## src/rtl/mcv_pkg.sv

```systemverilog
package mcv_pkg;
  localparam int MCV_DIM    = 3;
  localparam int MCV_PIX_W  = 10;
  localparam int MCV_COEF_W = 10;
  localparam int MCV_SUM_W  = 24;
  localparam int MCV_IDX_W  = 4;

  typedef enum logic {
    MODE_MATRIX = 1'b0,
    MODE_CONV   = 1'b1
  } mcv_mode_e;
endpackage

```

## src/rtl/mcv_coef_bank.sv

```systemverilog
module mcv_coef_bank #(
  parameter int DIM    = 3,
  parameter int COEF_W = 10,
  parameter int IDX_W  = 4
) (
  input  logic                            clk_i,
  input  logic                            rst_ni,
  input  logic                            we_i,
  input  logic [IDX_W-1:0]                idx_i,
  input  logic [COEF_W-1:0]               val_i,
  output logic [DIM*DIM-1:0][COEF_W-1:0]  coef_o
);
  localparam int NTAP = DIM * DIM;

  for (genvar i = 0; i < NTAP; i++) begin : g_tap
    always_ff @(posedge clk_i or negedge rst_ni) begin
      if (!rst_ni)                              coef_o[i] <= '0;
      else if (we_i && idx_i == IDX_W'(i))      coef_o[i] <= val_i;
    end

    AST_COEF_LOAD: assert property (@(posedge clk_i) disable iff (!rst_ni)
      (we_i && idx_i == IDX_W'(i)) |=> coef_o[i] == $past(val_i));
  end

  AST_COEF_IDLE: assert property (@(posedge clk_i) disable iff (!rst_ni)
    !we_i |=> $stable(coef_o));
  AST_COEF_IGNORE: assert property (@(posedge clk_i) disable iff (!rst_ni)
    (we_i && idx_i >= IDX_W'(NTAP)) |=> $stable(coef_o));
endmodule

```

## src/rtl/mcv_window.sv

```systemverilog
module mcv_window
  import mcv_pkg::*;
#(
  parameter int DIM   = 3,
  parameter int PIX_W = 10
) (
  input  logic                                  clk_i,
  input  logic                                  rst_ni,
  input  logic                                  valid_i,
  input  logic                                  mode_i,
  input  logic [DIM-1:0][PIX_W-1:0]             pix_i,
  output logic [DIM-1:0][DIM-1:0][PIX_W-1:0]    win_o,   // [row][age]
  output logic                                  vld_o,
  output logic                                  mode_o
);
  localparam int FILL_W   = $clog2(DIM);
  localparam int FILL_MAX = DIM - 1;

  logic              mode_q;
  logic [FILL_W-1:0] fill_q, fill_base;
  logic              restart;

  assign restart   = (mode_i != mode_q);
  assign fill_base = restart ? '0 : fill_q;
  assign mode_o    = mode_q;

  always_ff @(posedge clk_i or negedge rst_ni) begin
    if (!rst_ni) begin
      mode_q <= MODE_MATRIX;
      fill_q <= '0;
      vld_o  <= 1'b0;
    end else begin
      mode_q <= mode_i;
      vld_o  <= valid_i && (mode_i == MODE_MATRIX || fill_base == FILL_W'(FILL_MAX));
      if (mode_i == MODE_MATRIX)
        fill_q <= '0;
      else if (valid_i && fill_base != FILL_W'(FILL_MAX))
        fill_q <= fill_base + 1'b1;
      else
        fill_q <= fill_base;
    end
  end

  for (genvar r = 0; r < DIM; r++) begin : g_row
    always_ff @(posedge clk_i or negedge rst_ni) begin
      if (!rst_ni) begin
        win_o[r] <= '0;
      end else if (valid_i) begin
        win_o[r][0] <= pix_i[r];
        for (int t = 1; t < DIM; t++) win_o[r][t] <= win_o[r][t-1];
      end
    end
  end

  AST_WIN_SHIFT: assert property (@(posedge clk_i) disable iff (!rst_ni)
    valid_i |=> win_o[0][1] == $past(win_o[0][0]));
  AST_WIN_HOLD: assert property (@(posedge clk_i) disable iff (!rst_ni)
    !valid_i |=> $stable(win_o));
  AST_FILL_RESTART: assert property (@(posedge clk_i) disable iff (!rst_ni)
    (valid_i && mode_i == MODE_CONV && mode_q == MODE_MATRIX) |=> !vld_o);
  AST_MATRIX_PASS: assert property (@(posedge clk_i) disable iff (!rst_ni)
    (valid_i && mode_i == MODE_MATRIX) |=> vld_o);
endmodule

```

## src/rtl/mcv_mac.sv

```systemverilog
module mcv_mac
  import mcv_pkg::*;
#(
  parameter int DIM    = 3,
  parameter int PIX_W  = 10,
  parameter int COEF_W = 10,
  parameter int SUM_W  = 24
) (
  input  logic                                clk_i,
  input  logic                                rst_ni,
  input  logic                                vld_i,
  input  logic                                mode_i,
  input  logic [DIM-1:0][DIM-1:0][PIX_W-1:0]  win_i,
  input  logic [DIM*DIM-1:0][COEF_W-1:0]      coef_i,
  output logic                                vld_o,
  output logic                                mode_o,
  output logic [DIM-1:0][SUM_W-1:0]           row_o
);
  localparam int NTAP   = DIM * DIM;
  localparam int PROD_W = PIX_W + COEF_W;

  logic                          vld_p, mode_p;
  logic signed [PROD_W-1:0]      prod_q [NTAP];

  // stage 2: operand steering and products
  for (genvar i = 0; i < NTAP; i++) begin : g_mul
    localparam int R = i / DIM;
    localparam int T = i % DIM;
    logic        [PIX_W-1:0]  op;
    logic signed [PROD_W-1:0] op_ext, cf_ext;

    assign op     = (mode_i == MODE_CONV) ? win_i[R][T] : win_i[T][0];
    assign op_ext = PROD_W'(signed'({1'b0, op}));
    assign cf_ext = PROD_W'(signed'(coef_i[i]));

    always_ff @(posedge clk_i or negedge rst_ni) begin
      if (!rst_ni) prod_q[i] <= '0;
      else         prod_q[i] <= op_ext * cf_ext;
    end
  end

  // stage 3: per-row sums
  logic signed [SUM_W-1:0] row_d [DIM];
  always_comb begin
    for (int k = 0; k < DIM; k++) begin
      row_d[k] = '0;
      for (int j = 0; j < DIM; j++) row_d[k] = row_d[k] + SUM_W'(prod_q[k*DIM+j]);
    end
  end

  always_ff @(posedge clk_i or negedge rst_ni) begin
    if (!rst_ni) begin
      vld_p  <= 1'b0;
      mode_p <= MODE_MATRIX;
      vld_o  <= 1'b0;
      mode_o <= MODE_MATRIX;
      row_o  <= '0;
    end else begin
      vld_p  <= vld_i;
      mode_p <= mode_i;
      vld_o  <= vld_p;
      mode_o <= mode_p;
      for (int k = 0; k < DIM; k++) row_o[k] <= row_d[k];
    end
  end

  AST_MAC_VLD: assert property (@(posedge clk_i) disable iff (!rst_ni)
    vld_i |=> ##1 vld_o);
  AST_MAC_MODE: assert property (@(posedge clk_i) disable iff (!rst_ni)
    vld_i |=> ##1 (mode_o == $past(mode_i, 2)));
endmodule

```

## src/rtl/mcv_engine.sv

```systemverilog
module mcv_engine
  import mcv_pkg::*;
#(
  parameter int DIM    = MCV_DIM,
  parameter int PIX_W  = MCV_PIX_W,
  parameter int COEF_W = MCV_COEF_W,
  parameter int SUM_W  = MCV_SUM_W,
  parameter int IDX_W  = MCV_IDX_W
) (
  input  logic                      clk_i,
  input  logic                      rst_ni,
  input  logic                      mode_i,
  input  logic                      coef_we_i,
  input  logic [IDX_W-1:0]          coef_idx_i,
  input  logic [COEF_W-1:0]         coef_val_i,
  input  logic                      in_valid_i,
  input  logic [DIM-1:0][PIX_W-1:0] pix_i,
  output logic                      out_valid_o,
  output logic [DIM-1:0][SUM_W-1:0] res_o
);
  localparam int NTAP = DIM * DIM;

  logic [NTAP-1:0][COEF_W-1:0]         coef;
  logic [DIM-1:0][DIM-1:0][PIX_W-1:0]  win;
  logic                                win_vld, win_mode;
  logic                                mac_vld, mac_mode;
  logic [DIM-1:0][SUM_W-1:0]           row;
  logic                                out_mode;

  mcv_coef_bank #(.DIM(DIM), .COEF_W(COEF_W), .IDX_W(IDX_W)) u_coef (
    .clk_i, .rst_ni,
    .we_i  (coef_we_i),
    .idx_i (coef_idx_i),
    .val_i (coef_val_i),
    .coef_o(coef)
  );

  mcv_window #(.DIM(DIM), .PIX_W(PIX_W)) u_win (
    .clk_i, .rst_ni,
    .valid_i(in_valid_i),
    .mode_i (mode_i),
    .pix_i  (pix_i),
    .win_o  (win),
    .vld_o  (win_vld),
    .mode_o (win_mode)
  );

  mcv_mac #(.DIM(DIM), .PIX_W(PIX_W), .COEF_W(COEF_W), .SUM_W(SUM_W)) u_mac (
    .clk_i, .rst_ni,
    .vld_i (win_vld),
    .mode_i(win_mode),
    .win_i (win),
    .coef_i(coef),
    .vld_o (mac_vld),
    .mode_o(mac_mode),
    .row_o (row)
  );

  // stage 4: per-row results or total
  logic [SUM_W-1:0] total;
  always_comb begin
    total = '0;
    for (int k = 0; k < DIM; k++) total = total + row[k];
  end

  always_ff @(posedge clk_i or negedge rst_ni) begin
    if (!rst_ni) begin
      out_valid_o <= 1'b0;
      out_mode    <= MODE_MATRIX;
      res_o       <= '0;
    end else begin
      out_valid_o <= mac_vld;
      out_mode    <= mac_mode;
      for (int k = 0; k < DIM; k++) begin
        if (mac_mode == MODE_CONV) res_o[k] <= (k == 0) ? total : '0;
        else                       res_o[k] <= row[k];
      end
    end
  end

  AST_LATENCY: assert property (@(posedge clk_i) disable iff (!rst_ni)
    win_vld |-> ##3 out_valid_o);
  AST_NO_SPURIOUS: assert property (@(posedge clk_i) disable iff (!rst_ni)
    !win_vld |-> ##3 !out_valid_o);
  AST_CONV_LANES: assert property (@(posedge clk_i) disable iff (!rst_ni)
    (mac_vld && mac_mode == MODE_CONV) |=> (res_o[1] == '0 && res_o[2] == '0));
  AST_RESET_IDLE: assert property (@(posedge clk_i)
    !rst_ni |-> (!out_valid_o && res_o == '0));
endmodule

```

## config.mk

```make
export PLATFORM = sky130hd
export DESIGN_NAME = mcv_engine
export DESIGN_NICKNAME = d
export VERILOG_FILES = /design/src/rtl/mcv_pkg.sv /design/src/rtl/mcv_coef_bank.sv /design/src/rtl/mcv_window.sv /design/src/rtl/mcv_mac.sv /design/src/rtl/mcv_engine.sv
export SDC_FILE = /design/constraint.sdc
export NUM_CORES = 2
export LEC_CHECK = 0
export BUFFER_PORTS_ARGS = -buffer_cell sky130_fd_sc_hd__buf_4
export CORE_MARGIN = 8
export CORE_UTILIZATION = 45
export DETAILED_ROUTE_END_ITERATION = 7
export MAX_ROUTING_LAYER = met4
export PLACE_DENSITY = 0.71
export REMOVE_ABC_BUFFERS = 1
export SLEW_MARGIN = 25
export SYNTH_ARGS = -nofsm -noshare
export SYNTH_HDL_FRONTEND = slang
export SYNTH_SLANG_ARGS = --single-unit
```

## constraint.sdc

```tcl
create_clock -name clk_i -period 7 [get_ports clk_i]
set_input_delay 0.7 -clock clk_i [delete_from_list [all_inputs] [get_ports clk_i]]
set_output_delay 0.7 -clock clk_i [all_outputs]
set_load 0.05 [all_outputs]
```

==> reports/metrics.csv <==
stage,metric,value,unit
status,status,finished clean,
logic_synthesis,ys_ff_latch,503,
cts,cts.sinks,503,
grt,grt_overflow,0,
grt,antenna_found_initial,26,
cts,cts_tree,yes,
sta,tightest_slew,1.00,ns
sta,setup-violations-final,0,
cts,ctsResizeCount,0,
logic_synthesis,synthAdderAreaFrac,40.1,%
cts,clock_path_buffers,3,
layout,regArea,12600,µm²
die,die-width,358,µm
grt,grt_pass1_vias,38600,
logic_synthesis,netlist_area,52600,µm²
logic_synthesis,synth_simple_gate_area_share,14.3,%
sta,hold_viol,0,
drt,wire_per_inst,20.5,µm
die,die_h,358,µm
placement,dpl.hpwl,114000,µm
setup_path,regToRegSetupSlack,0.53,ns
die,fp-row-count,125,
setup_path,reg2reg_depth,22,
placement,placed_cells,6755,
setup_path,arrival,7.09,ns
layout,syn_to_final_growth,8.72,%
drt,first_pass_iters,6,
cts,numCtsBuffers,59,
setup_path,end_kind,flip-flop,
logic_synthesis,syn_avg_cell_area,10.1,µm²
die,ios,122,
hold_path,hp-class,primary input to asynchronous set/reset pin,
cts,holdBufCountCts,0,
placement,postPlaceCellArea,55100,µm²
logic_synthesis,muxShareOfSynthArea,4.10,%
drt,viasPerCell,5.38,
die,start_util,45.3,%
setup_path,cp.required,7.61,ns
logic_synthesis,synth_top_family_by_area,adder cells,
layout,n_fill_cell,10500,
logic_synthesis,post_synth_num_cell_types,78,
layout,nets,6635,
grt,grt.total_usage,23.0,%
cts,cts_root_buffer,clkbuf_16,
logic_synthesis,synthCells,5232,
logic_synthesis,synth_xor_area_share,3.41,%
sta,period_share,92.5,%
cts,insertion_delay,0.71,ns
sta,rsz0062_at_grt,no,
layout,final_area,57200,µm²
logic_synthesis,synth_ff_type,dfrtp_1,
grt,grt_pass1_wl,222000,µm
layout,final-instance-count-excl-fill,6874,
logic_synthesis,synthTopCellsByArea,"fa_1 25%, dfrtp_1 24%, ha_1 15%",
drt,drt_iter0_drc,2832,
placement,gp_congestion,0.939,
setup_path,critPathMaxFanout,42,
sta,max_freq,0.154,GHz
sta,relSlewSlack,33.4,%
layout,layout_commonest_cell,inv_1,
layout,multi_input_area,36300,µm²
cts,clk_pin_slew,0.07,ns
drt,vias,37000,
logic_synthesis,synth_async_sr_flop_share,100,%
die,core,116000,µm²
drt,drc,0,
logic_synthesis,yosysTopAreaCell,fa_1,
setup_path,crit_type,flip-flop to flip-flop,
layout,final_util,49.3,%
grt,grt_max_degree,167,
run,max-cap-violations,0,
logic_synthesis,yosys_warnings,0,
cts,h-tree-depth,2,
die,die-area,128000,µm²
sta,fin_crit,6.47,ns
sta,slew_violations,0,
placement,port_buffers,121,
setup_path,cp-start-kind,flip-flop,
logic_synthesis,synth_edf_count,0,
drt,drt.antenna.violating_nets,0,
layout,drive_gt1_share,9.06,%
cts,cts_setup_buffers,0,
logic_synthesis,yosys.area.top_type_share,24.9,%
sta,fin_tns_setup,0,ns
sta,fin_worst_skew,0.0402,ns
logic_synthesis,synth-compound-area-share,7.05,%
layout,final_cell_mix,"821 x inv_1, 653 x fa_1, 641 x ha_1, 605 x nand2_1, 501 x dfrtp_1",
logic_synthesis,synth-seq-area-share,23.9,%
drt,wl,141000,µm
==> cell type report <==
type                    count  area share [%]
repair buffers            155            2.09
clock buffers              76            2.92
well taps                1524            3.33
clock inverters            35           0.705
diodes                      8          0.0350
inverters                 823            5.40
flip-flops and latches    503            22.0
multi-input cells        3750            63.5
==> path summary, 6_finish.rpt <==
kind                         startpoint           endpoint
max in group asynchronous        rst_ni          res_o[55]
min in group clk_i               mode_i       u_win.mode_o
hold / removal                   rst_ni     u_win.win_o[8]
setup / recovery           u_win.mode_o  u_mac.prod_q[158]
setup reg to reg           u_win.mode_o  u_mac.prod_q[158]
hold reg to reg             u_mac.vld_o        out_valid_o
==> Yosys cell counts, types with 15 or more instances <==
library cell and instances:
and3_1 46, a31oi_1 15, o21a_1 27, nor2_1 122, inv_1 821, dfrtp_1 503, fa_1 653, nor2b_1 140
nand3_1 51, o21ai_0 85, nand4_1 17, xor2_1 46, o21bai_1 33, nand2b_1 74, nor3_1 22, clkbuf_1 140
nand2_1 605, a211oi_1 24, a21oi_1 165, ha_1 641, a21o_1 72, xnor2_1 159, and2_1 379, mux2_2 187
==> per-stage QoR <==
| stage | worst slack, ns | hold WS [ns] |
|---|---|---|
| after floorplan | 0.235 | 0.331 |
| after global placement | 0.772 | 0.339 |
| after detailed placement | 0.675 | 0.338 |
| after CTS | 0.645 | 0.00980 |
| after global routing | 0.277 | 0.0568 |
| final | 0.525 | 0.00905 |
==> per-layer routing <==
metal | wire [µm] | vias up | track usage [%] | share of wire (%)
li1 | - | 16900 | - | -
met1 | 61400 | 18500 | 30.8 | 44
met2 | 63000 | 1310 | 35.3 | 45
met3 | 10400 | 276 | 3.35 | 7.4
met4 | 6160 | 0 | 9.13 | 4.4
met5 | 0 | - | - | 0
==> critical path, stage by stage, from the launching register on <==
cell	delay (ns)
dfrtp_4	0.64
buf_4	0.26
nand2b_1	0.40
nand2_1	0.45
nand2_1	0.13
fa_1	0.52
inv_1	0.05
fa_1	0.49
inv_1	0.05
fa_1	0.53
inv_1	0.05
fa_1	0.47
inv_1	0.05
fa_1	0.47
inv_1	0.04
ha_1	0.32
o21ai_0	0.10
nand2b_1	0.09
o21ai_0	0.12
o31ai_1	0.47
a211oi_1	0.18
o31ai_1	0.34
xor2_1	0.17
==> sequential cells by signal, summed over array words and instances (netlist names) <==
register,cells
u_coef.coef_o,90
u_mac.vld_p,1
res_o,68
u_win.win_o,90
out_valid_o,1
u_win.mode_o,1
u_mac.prod_q,180
u_mac.row_o,66
u_win.vld_o,1
u_mac.vld_o,1
u_mac.mode_p,1
u_win.fill_q,2
u_mac.mode_o,1
==> logic make-up (layout without fill, tap and decap cells) <==
logic type | Yosys count | count (layout)
multiplexers | 192 | 192
AND/OR/NAND/NOR | 1503 | 1503
other | 0 | 8
XOR/XNOR | 205 | 205
buffers and inverters | 979 | 1089
adder cells (fa/ha/maj) | 1294 | 1294
flip-flops | 503 | 503
AO/OA/AOI/OAI | 556 | 556
Power is not shown: default switching activity piles up to over one toggle a cycle in this logic, so the estimate is an artifact.
